$ cat config.mk
export PLATFORM = sky130hd
export DESIGN_NAME = split_fifo_ctrl
export DESIGN_NICKNAME = d
export VERILOG_FILES = /design/src/rtl/sfc_pkg.sv /design/src/rtl/sfc_cfg.sv /design/src/rtl/sfc_store.sv /design/src/rtl/sfc_part.sv /design/src/rtl/split_fifo_ctrl.sv
export SDC_FILE = /design/constraint.sdc
export NUM_CORES = 1
export LEC_CHECK = 0
export BUFFER_PORTS_ARGS = -buffer_cell sky130_fd_sc_hd__buf_4
export CORE_MARGIN = 2
export CORE_UTILIZATION = 40
export CTS_BUF_LIST = sky130_fd_sc_hd__clkbuf_16
export DETAILED_ROUTE_END_ITERATION = 16
export MAX_ROUTING_LAYER = met4
export PLACE_DENSITY_LB_ADDON = 0.08
export RECOVER_POWER = 100
export SETUP_SLACK_MARGIN = 0.1
export SLEW_MARGIN = 20
export SYNTH_ARGS = -nofsm -noshare
export SYNTH_HDL_FRONTEND = slang
export SYNTH_SLANG_ARGS = --single-unit
$ cat constraint.sdc
create_clock -name clk_i -period 10.4 [get_ports clk_i]
set_input_delay 0.52 -clock clk_i [delete_from_list [all_inputs] [get_ports clk_i]]
set_output_delay 0.52 -clock clk_i [all_outputs]
set_load 0.01 [all_outputs]
$ cat src/rtl/sfc_pkg.sv
package sfc_pkg;
  typedef struct packed {
    logic [1:0] split;
    logic [1:0] thr1;
    logic [1:0] thr0;
  } sfc_cfg_t;

  localparam logic [1:0] SPLIT_ALL0 = 2'b00;
  localparam logic [1:0] SPLIT_EVEN = 2'b01;
  localparam logic [1:0] SPLIT_ALL1 = 2'b11;
  localparam logic [1:0] THR_3Q     = 2'b01;
  localparam logic [1:0] THR_HALF   = 2'b10;

  function automatic sfc_cfg_t reset_cfg(input logic [1:0] chan_en);
    sfc_cfg_t c;
    case (chan_en)
      2'b01:   c = '{split: SPLIT_ALL0, thr1: THR_3Q,   thr0: THR_3Q};
      2'b10:   c = '{split: SPLIT_ALL1, thr1: THR_3Q,   thr0: THR_3Q};
      default: c = '{split: SPLIT_EVEN, thr1: THR_HALF, thr0: THR_HALF};
    endcase
    return c;
  endfunction
endpackage

$ cat src/rtl/sfc_cfg.sv
module sfc_cfg
  import sfc_pkg::*;
#(
  parameter int LEVELS = 16,
  localparam int CW = $clog2(LEVELS) + 1
) (
  input  logic          clk_i,
  input  logic          rst_ni,
  input  logic [1:0]    chan_en_i,
  input  logic          load_i,
  input  sfc_cfg_t      new_cfg_i,
  input  logic [1:0]    busy_i,
  output logic          apply_o,
  output logic [CW-1:0] depth0_o,
  output logic [CW-1:0] depth1_o,
  output logic [1:0]    thr0_o,
  output logic [1:0]    thr1_o
);
  sfc_cfg_t cfg_q, pend_q, active, dflt;
  logic     init_q, pend_v_q;

  assign dflt    = reset_cfg(chan_en_i);
  assign active  = init_q ? dflt : cfg_q;
  assign apply_o = !init_q && pend_v_q && (busy_i == 2'b00);

  always_ff @(posedge clk_i or negedge rst_ni) begin
    if (!rst_ni) begin
      init_q   <= 1'b1;
      pend_v_q <= 1'b0;
      pend_q   <= '0;
      cfg_q    <= '0;
    end else begin
      init_q <= 1'b0;
      if (init_q)       cfg_q <= dflt;
      else if (apply_o) cfg_q <= pend_q;
      if (load_i) begin
        pend_q   <= new_cfg_i;
        pend_v_q <= 1'b1;
      end else if (apply_o) begin
        pend_v_q <= 1'b0;
      end
    end
  end

  always_comb begin
    case (active.split)
      2'b00:   depth0_o = CW'(LEVELS);
      2'b11:   depth0_o = '0;
      default: depth0_o = CW'(LEVELS / 2);
    endcase
    depth1_o = CW'(LEVELS) - depth0_o;
  end

  assign thr0_o = active.thr0;
  assign thr1_o = active.thr1;
endmodule

$ cat src/rtl/sfc_store.sv
module sfc_store #(
  parameter int LEVELS = 16,
  parameter int DW = 32,
  localparam int AW = $clog2(LEVELS)
) (
  input  logic                clk_i,
  input  logic [1:0]          we_i,
  input  logic [1:0][AW-1:0]  waddr_i,
  input  logic [1:0][DW-1:0]  wdata_i,
  input  logic [1:0][AW-1:0]  raddr_i,
  output logic [1:0][DW-1:0]  rdata_o
);
  logic [DW-1:0] mem_q [LEVELS];

  for (genvar e = 0; e < LEVELS; e++) begin : g_ent
    always_ff @(posedge clk_i) begin
      if (we_i[0] && waddr_i[0] == AW'(e))      mem_q[e] <= wdata_i[0];
      else if (we_i[1] && waddr_i[1] == AW'(e)) mem_q[e] <= wdata_i[1];
    end
  end

  for (genvar p = 0; p < 2; p++) begin : g_rd
    assign rdata_o[p] = mem_q[raddr_i[p]];
  end
endmodule

$ cat src/rtl/sfc_part.sv
module sfc_part #(
  parameter int LEVELS = 16,
  parameter int DW = 32,
  parameter int SECT_W = 12,
  localparam int AW = $clog2(LEVELS),
  localparam int CW = AW + 1,
  localparam int BPL = DW / 8
) (
  input  logic              clk_i,
  input  logic              rst_ni,
  input  logic [CW-1:0]     depth_i,
  input  logic [CW-1:0]     base_i,
  input  logic [1:0]        thr_code_i,
  input  logic              restart_i,
  input  logic              dir_i,
  input  logic              push_i,
  input  logic              pop_i,
  input  logic              irq_i,
  input  logic              rd_flush_en_i,
  input  logic              eos_flush_en_i,
  input  logic [SECT_W-1:0] sect_bytes_i,
  output logic              wr_en_o,
  output logic [AW-1:0]     wr_addr_o,
  output logic [AW-1:0]     rd_addr_o,
  output logic [CW-1:0]     level_o,
  output logic              req_o,
  output logic              cap_o,
  output logic              err_o,
  output logic              busy_o
);
  logic [AW-1:0]     wr_off_q, rd_off_q;
  logic [CW-1:0]     occ_q, occ_nxt, thr_lvl, wsum, rsum;
  logic [SECT_W-1:0] sect_q;
  logic [SECT_W:0]   sect_nxt;
  logic              push_ok, pop_ok, irq_q, drain_q, drain_set, sect_hit;

  assign push_ok = push_i && (occ_q < depth_i);
  assign pop_ok  = pop_i && (occ_q != '0);
  assign wr_en_o = push_ok;
  assign wsum    = base_i + CW'(wr_off_q);
  assign rsum    = base_i + CW'(rd_off_q);
  assign wr_addr_o = wsum[AW-1:0];
  assign rd_addr_o = rsum[AW-1:0];
  assign level_o = occ_q;
  assign cap_o   = depth_i != '0;
  assign busy_o  = (occ_q != '0) || push_i || pop_i;

  always_comb begin
    occ_nxt = occ_q;
    if (push_ok && !pop_ok)      occ_nxt = occ_q + 1'b1;
    else if (pop_ok && !push_ok) occ_nxt = occ_q - 1'b1;
  end

  always_comb begin
    case (thr_code_i)
      2'b00:   thr_lvl = depth_i;
      2'b01:   thr_lvl = depth_i - (depth_i >> 2);
      2'b10:   thr_lvl = depth_i >> 1;
      default: thr_lvl = depth_i >> 2;
    endcase
  end

  // sector byte count; a hit restarts the count
  assign sect_nxt  = {1'b0, sect_q} + (SECT_W+1)'(BPL);
  assign sect_hit  = eos_flush_en_i && push_ok && (sect_bytes_i != '0) &&
                     (sect_nxt >= {1'b0, sect_bytes_i});
  assign drain_set = (irq_i && !irq_q && rd_flush_en_i) || sect_hit;

  always_comb begin
    if (!cap_o)     req_o = 1'b0;
    else if (dir_i) req_o = (occ_q >= thr_lvl) || (drain_q && occ_q != '0);
    else            req_o = (depth_i - occ_q) >= thr_lvl;
  end

  always_ff @(posedge clk_i or negedge rst_ni) begin
    if (!rst_ni) begin
      wr_off_q <= '0;
      rd_off_q <= '0;
      occ_q    <= '0;
      err_o    <= 1'b0;
      irq_q    <= 1'b0;
      drain_q  <= 1'b0;
      sect_q   <= '0;
    end else begin
      irq_q <= irq_i;
      if ((push_i && !push_ok) || (pop_i && !pop_ok)) err_o <= 1'b1;
      if (restart_i) begin
        wr_off_q <= '0;
        rd_off_q <= '0;
        drain_q  <= 1'b0;
      end else begin
        if (push_ok) wr_off_q <= (CW'(wr_off_q) == depth_i - 1'b1) ? '0 : wr_off_q + 1'b1;
        if (pop_ok)  rd_off_q <= (CW'(rd_off_q) == depth_i - 1'b1) ? '0 : rd_off_q + 1'b1;
        drain_q <= drain_set || (drain_q && occ_nxt != '0);
      end
      occ_q <= occ_nxt;
      if (!eos_flush_en_i) sect_q <= '0;
      else if (sect_hit)   sect_q <= '0;
      else if (push_ok)    sect_q <= sect_nxt[SECT_W-1:0];
    end
  end
endmodule

$ cat src/rtl/split_fifo_ctrl.sv
module split_fifo_ctrl
  import sfc_pkg::*;
#(
  parameter int LEVELS = 16,
  parameter int DW = 32,
  parameter int SECT_W = 12,
  localparam int AW = $clog2(LEVELS),
  localparam int CW = AW + 1
) (
  input  logic              clk_i,
  input  logic              rst_ni,
  input  logic [1:0]        chan_en_i,
  input  logic              cfg_load_i,
  input  logic [1:0]        cfg_split_i,
  input  logic [3:0]        cfg_thr_i,
  input  logic [1:0]        dir_i,
  input  logic [1:0]        push_i,
  input  logic [2*DW-1:0]   push_data_i,
  input  logic [1:0]        pop_i,
  output logic [2*DW-1:0]   pop_data_o,
  output logic [2*CW-1:0]   level_o,
  output logic [1:0]        dma_req_o,
  output logic [1:0]        dma_cap_o,
  input  logic [1:0]        irq_i,
  input  logic [1:0]        rd_flush_en_i,
  input  logic [1:0]        eos_flush_en_i,
  input  logic [2*SECT_W-1:0] sect_bytes_i,
  output logic [1:0]        err_o
);
  sfc_cfg_t              new_cfg;
  logic                  apply;
  logic [1:0]            busy, we;
  logic [1:0][CW-1:0]    depth, base;
  logic [1:0][1:0]       thr;
  logic [1:0][AW-1:0]    waddr, raddr;
  logic [1:0][DW-1:0]    wdata, rdata;

  assign new_cfg = '{split: cfg_split_i, thr1: cfg_thr_i[3:2], thr0: cfg_thr_i[1:0]};
  assign base[0] = '0;
  assign base[1] = depth[0];

  sfc_cfg #(.LEVELS(LEVELS)) i_cfg (
    .clk_i, .rst_ni, .chan_en_i,
    .load_i(cfg_load_i), .new_cfg_i(new_cfg), .busy_i(busy),
    .apply_o(apply), .depth0_o(depth[0]), .depth1_o(depth[1]),
    .thr0_o(thr[0]), .thr1_o(thr[1])
  );

  for (genvar c = 0; c < 2; c++) begin : g_ch
    assign wdata[c] = push_data_i[c*DW +: DW];
    assign pop_data_o[c*DW +: DW] = rdata[c];
    sfc_part #(.LEVELS(LEVELS), .DW(DW), .SECT_W(SECT_W)) i_part (
      .clk_i, .rst_ni,
      .depth_i(depth[c]), .base_i(base[c]), .thr_code_i(thr[c]), .restart_i(apply),
      .dir_i(dir_i[c]), .push_i(push_i[c]), .pop_i(pop_i[c]), .irq_i(irq_i[c]),
      .rd_flush_en_i(rd_flush_en_i[c]), .eos_flush_en_i(eos_flush_en_i[c]),
      .sect_bytes_i(sect_bytes_i[c*SECT_W +: SECT_W]),
      .wr_en_o(we[c]), .wr_addr_o(waddr[c]), .rd_addr_o(raddr[c]),
      .level_o(level_o[c*CW +: CW]), .req_o(dma_req_o[c]), .cap_o(dma_cap_o[c]),
      .err_o(err_o[c]), .busy_o(busy[c])
    );
  end

  sfc_store #(.LEVELS(LEVELS), .DW(DW)) i_store (
    .clk_i, .we_i(we), .waddr_i(waddr), .wdata_i(wdata),
    .raddr_i(raddr), .rdata_o(rdata)
  );
endmodule

# --- After elaboration in Yosys (flattened, before gate mapping) ---
# Memory sizes are Yosys's and may differ from the RTL's.
# Index checks and enable logic that the tools add are counted.
op_classes:
  addsub: 19
  order_cmp: 8
  eq_ne: 43
  mux: 133
  n_bitwise: 16
  reduce_logical: 99
ops:
  columns: ["operator", "count"]
  rows:
  - ["32-bit 2-to-1 mux", 16]
  - ["1-bit 2-to-1 mux", 88]
  - ["12-bit 2-to-1 mux", 6]
  - ["4-bit equality test (second input constant)", 16]
  - ["1-bit logical AND", 60]
  - ["4-bit 2-to-1 mux", 12]
  - ["4-bit by 3-bit equality test with 1-bit output (second input constant)", 8]
  - ["5-bit case mux with 3 select lines", 2]
  - ["5-bit nonzero test", 6]
  - ["12-bit by 3-bit adder with 13-bit output (second input constant)", 2]
  - ["13-bit by 12-bit >= comparator with 1-bit output", 2]
  - ["12-bit nonzero test", 2]
  - ["4-bit by 5-bit equality test with 1-bit output", 4]
  - ["5-bit >= comparator", 4]
  - ["5-bit 2-to-1 mux", 4]
  - ["5-bit by 1-bit subtractor with 5-bit output (second input constant)", 4]
  - ["6-bit 2-to-1 mux", 3]
  - ["4-bit by 1-bit adder with 4-bit output (second input constant)", 4]
  - ["4-bit by 2-bit equality test with 1-bit output (second input constant)", 4]
  - ["1-bit bitwise OR", 16]
  - ["1-bit logical OR", 12]
  - ["6-bit case mux with 2 select lines", 1]
  - ["2-bit nonzero test", 6]
  - ["5-bit by 1-bit adder with 5-bit output (second input constant)", 2]
  - ["other kinds (13)", 34]
totals:
  regBits: 70
  ram_bits: 512
  in_bits: 111
  out_inout_bits: 80
  memories: 1
mem_list:
  columns: ["name", "depth", "width", "read_ports", "rd_clocked_by_memory_dff", "write_ports", "line", "source"]
  rows:
  - ["i_store.mem_q", 16, 32, 2, 0, 16, "sfc_store.sv:13", "logic [DW-1:0] mem_q [LEVELS];"]

# --- Longest topological paths before layout ---
logic_depth:
  ltp_word: 16
  depth_mapped: 18
  depth_no_buf: 14

# --- Cells and area by module ---
# Synthesis repeated with hierarchy kept, for this count alone.
hier_totals:
  hier_cells: 2474
  area_unflattened_um2: 36716.5
modules_own_cells:
  columns: ["mod", "n_inst", "cells_per_inst", "area_each_um2", "seq_area_each_um2"]
  rows:
  - ["sfc_store", 1, 1756, 30304.1, 15374.7]
  - ["sfc_part (g_ch[0].i_part)", 1, 330, 2819.0, 650.6]
  - ["sfc_part (g_ch[1].i_part)", 1, 310, 2808.9, 650.6]
  - ["sfc_cfg", 1, 77, 780.7, 351.6]
  - ["split_fifo_ctrl", 1, 1, 3.8, 0.0]

# --- Least setup slack after synthesis ---
# Ideal clock, no wire load.
synth_path:
  path_kind: "register to register"
  from: "register i_cfg.init_q"
  to: "memory i_store.mem_q[11][0] (enable)"
  setup_time_ns: 0.470
  arrival_time_ns: 5.346
  setup_slack_ns: 4.584
  path_stages_with_launch: 14
  n_path_buf: 5
  path_cell_list: "dfstp_2 clkbuf_1 mux2i_1 ha_1 ha_1 inv_1 o31ai_2 and3_1 buf_6 buf_6 buf_6 buf_2 nand2_1 o31ai_1"
synth_rtl:
  columns: ["element", "line", "source"]
  rows:
  - ["start: declaration", "sfc_cfg.sv:20", "logic init_q, pend_v_q;"]
  - ["start signal: assignment", "sfc_cfg.sv:28", "init_q <= 1'b1;"]
  - ["start signal: assignment", "sfc_cfg.sv:33", "init_q <= 1'b0;"]
  - ["end: declaration", "sfc_store.sv:13", null]

# --- Worst setup path after layout ---
layout_path:
  from: "register g_ch[0].i_part.rd_off_q[2]"
  to: "output port pop_data_o[19]"
layout_between:
  elab_chain_cells: 1
layout_rtl:
  columns: ["element", "line", "source"]
  rows:
  - ["start: declaration", "sfc_part.sv:31", "logic [AW-1:0] wr_off_q, rd_off_q;"]
  - ["start signal: assignment", "sfc_part.sv:93", "if (pop_ok) rd_off_q <= (CW'(rd_off_q) == depth_i - 1'b1) ? '0 : rd_off_q + 1'b1;"]
  - ["memory 16 x 32 bit", null, null]
  - ["end: declaration", "split_fifo_ctrl.sv:20", "output logic [2*DW-1:0] pop_data_o,"]
# No other way between the ends.

==> flow_summary.toml <==
[finish]
finalNonFillerCells = 3726
mostFrequentLayoutCells = "512 x edfxtp_1, 500 x mux2_2, 224 x mux4_2"
nNetsFinal = 2690
syn_to_final_growth_pct = 11.6
final_common_cell = "edfxtp_1"
postLayoutCellArea_sq_um = 39000
drive_gt1_share_pct = 37.8

[synth]
ys_ff_latch = 578
synth_area_sq_um = 35000
postSynthCellCount = 2446
async_flop_share_pct = 11.4
synth_edf_count = 512
avgSynthCellArea_sq_um = 14.3
yosysSeqAreaShare_pct = 48.7
yosys.cell_types.count = 70
ys_warn_count = 0
syn_nets = 2619
synth_ff_type = "edfxtp_1"

[sta]
worst_slew_pin_slew_ns = 3.76
max_slew_margin_pct = -150
hold_violations = 0
finalCriticalPeriod_ns = 7.86
fin_worst_skew_ns = 0.0202
post-route-period-util_pct = 75.6
setup_tns_ns = 0
grt_setup_unrepaired = "false"
final-setup-viol-count = 0
slew_viol_final = 929
fmax_mhz = 127

[status]
status = "complete, but fails checks"
failed_checks = "capacitance limit, slew limit"

[grt]
grt.total_usage_pct = 25.7
grt_pass1_wl_um = 165000
grt_max_degree = 88
antenna_found_initial = 4
grt_pass1_vias = 23768
overflow = 0

[die]
initial_core_util_pct = 40.3
die_area_sq_um = 89900
boundaryPins = 191
row_count = 108
die_x_um = 300
design.core.area_sq_um = 86800
fp.dieH_um = 300

[detailed_routing]
drt.antenna.violating_nets = 0
drt_wl_total_um = 112000
drc = 0
dr.pass1.iters = 5
via_per_inst = 6.09
avgRoutedWirePerCell_um = 30.1
drt_iter0_markers = 1874
vias = 22691

[power]
power_mw = 9.82
p_per_area_nw_per_um2 = 251
ir_worst_vdd_uv = 175
cellLeakagePower_nw = 13.7

[clock_network]
clock-sinks = 578
cts_buffer_depth = 3
cts-buffers-inserted = 71
cts_tree = "built"
cts_root_buffer = "clkbuf_16"
htree_num_levels = 3
clk_latency_ns = 0.61
clkTransAtPathRegs_ns = 0.06

[critical_path]
critPathMaxFanout = 25
cpPeakStageDelay_ns = 1.79
crit_chain = "clkbuf_1 > and2_0 > clkbuf_1 > a221oi_1 > o21ai_0 > nand2_1 > clkbuf_1"
critPathTopFamily = "buffers and inverters"
crit_type = "flip-flop to primary output"
path_buf_inv = 3
arrival_ns = 7.34
critPathRequiredTime_ns = 9.88
cp_slowest_cell = "clkbuf_1"
cpMostUsedCell = "clkbuf_1"
crit_path_start_kind = "flip-flop"
cp-end-kind = "primary output"

[hold_path]
hp-class = "input port to flip-flop"

[place]
io_buffers = 190
gp_congestion = 0.841
place_area_sq_um = 37400
hpwl_um = 66200
dp_cells = 3598

[job]
max_cap_viol_count = 36
[final cells by class]
cell class	count	area (sq um)
Tap cell	1155	1450
Timing Repair Buffer	242	1430
Clock buffer	75	1880
Fill cell	7866	47700
Inverter	59	221
Multi-Input combinational cell	1565	16700
Antenna cell	4	10.0
Clock inverter	48	274
Sequential cell	578	17000
[where the power goes]
part           total [mW]  internal [mW]  switching, mW
clock                2.35           1.34           1.01
combinational        4.27           1.85           2.42
sequential           3.19           2.85          0.338
[synthesized netlist by cell type, types with 33 or more instances]
master / number / area, sq um
buf_2: 37 / 185
o21ai_0: 89 / 445
edfxtp_1: 512 / 15400
nand3_1: 45 / 225
mux2i_1: 105 / 1050
mux2_2: 503 / 5660
inv_1: 59 / 221
mux2_1: 45 / 507
dfrtp_1: 65 / 1630
ha_1: 62 / 776
a221oi_1: 35 / 307
buf_1: 41 / 154
nor2_1: 38 / 143
nand2_1: 112 / 420
clkbuf_1: 154 / 578
a21oi_1: 74 / 370
mux4_2: 224 / 5040
a22oi_1: 33 / 248
[final timing paths]
kind | startpoint | endpoint | slack, ns | cells after the start
setup / recovery | g_ch[0].i_part.rd_off_q[2] | pop_data_o[19] | 2.54 | 7
setup reg to reg | i_cfg.init_q | i_store.mem_q[14][20] | 2.86 | 13
hold reg to reg | i_cfg.cfg_q[5] | i_cfg.cfg_q[5] | 0.49 | 2
hold / removal | irq_i[0] | g_ch[0].i_part.irq_q | 0.05 | 1
max in group asynchronous | rst_ni | g_ch[0].i_part.rd_off_q[1] | 6.56 | 1
min in group asynchronous | rst_ni | i_cfg.pend_q[4] | 1.21 | 1
[flip-flops by register name, summed over array words and instances (netlist names)]
name / flops
g_ch.i_part.err_o: 2
i_cfg.init_q: 1
g_ch.i_part.rd_off_q: 8
g_ch.i_part.drain_q: 2
i_cfg.pend_q: 6
g_ch.i_part.sect_q: 20
g_ch.i_part.level_o: 10
g_ch.i_part.wr_off_q: 8
i_store.mem_q: 512
g_ch.i_part.irq_q: 2
i_cfg.cfg_q: 6
i_cfg.pend_v_q: 1
[per-layer routing]
layer | part of all wire (%) | global-route usage, % | up-vias
met1 | 43 | 34.0 | 11935
met2 | 50 | 42.0 | 748
li1 | - | - | 9856
met3 | 5.5 | 3.39 | 152
met4 | 2.2 | 6.50 | 0
met5 | 0 | - | -
[through the flow]
step | hold slack (ns) | setup WS, ns | util (%)
floorplan | 0.224 | 4.58 | -
global placement | 0.457 | 5.32 | 43.1
detailed placement | 0.474 | 5.22 | 43.1
CTS | 0.00106 | 5.22 | 45.6
global route | 0.0313 | 2.49 | 45.0
finish | 0.0473 | 2.54 | 45.0
[logic make-up after synthesis]
group / Yosys count / synth area share, %
AND/OR/NAND/NOR: 289 / 4.02
flip-flops: 578 / 48.7
buffers and inverters: 303 / 3.58
adder cells (fa/ha/maj): 63 / 2.25
multiplexers: 877 / 35.1
other: 1 / 0.0107
XOR/XNOR: 36 / 0.901
AO/OA/AOI/OAI: 299 / 5.53
[what timing repair did]
item                      CTS  global route
hold buffers                1             0
resized for setup           0             0
hold endpoints to repair    1             0
setup buffers               0             0
No activity file was read; power rests on OpenSTA's default activity.
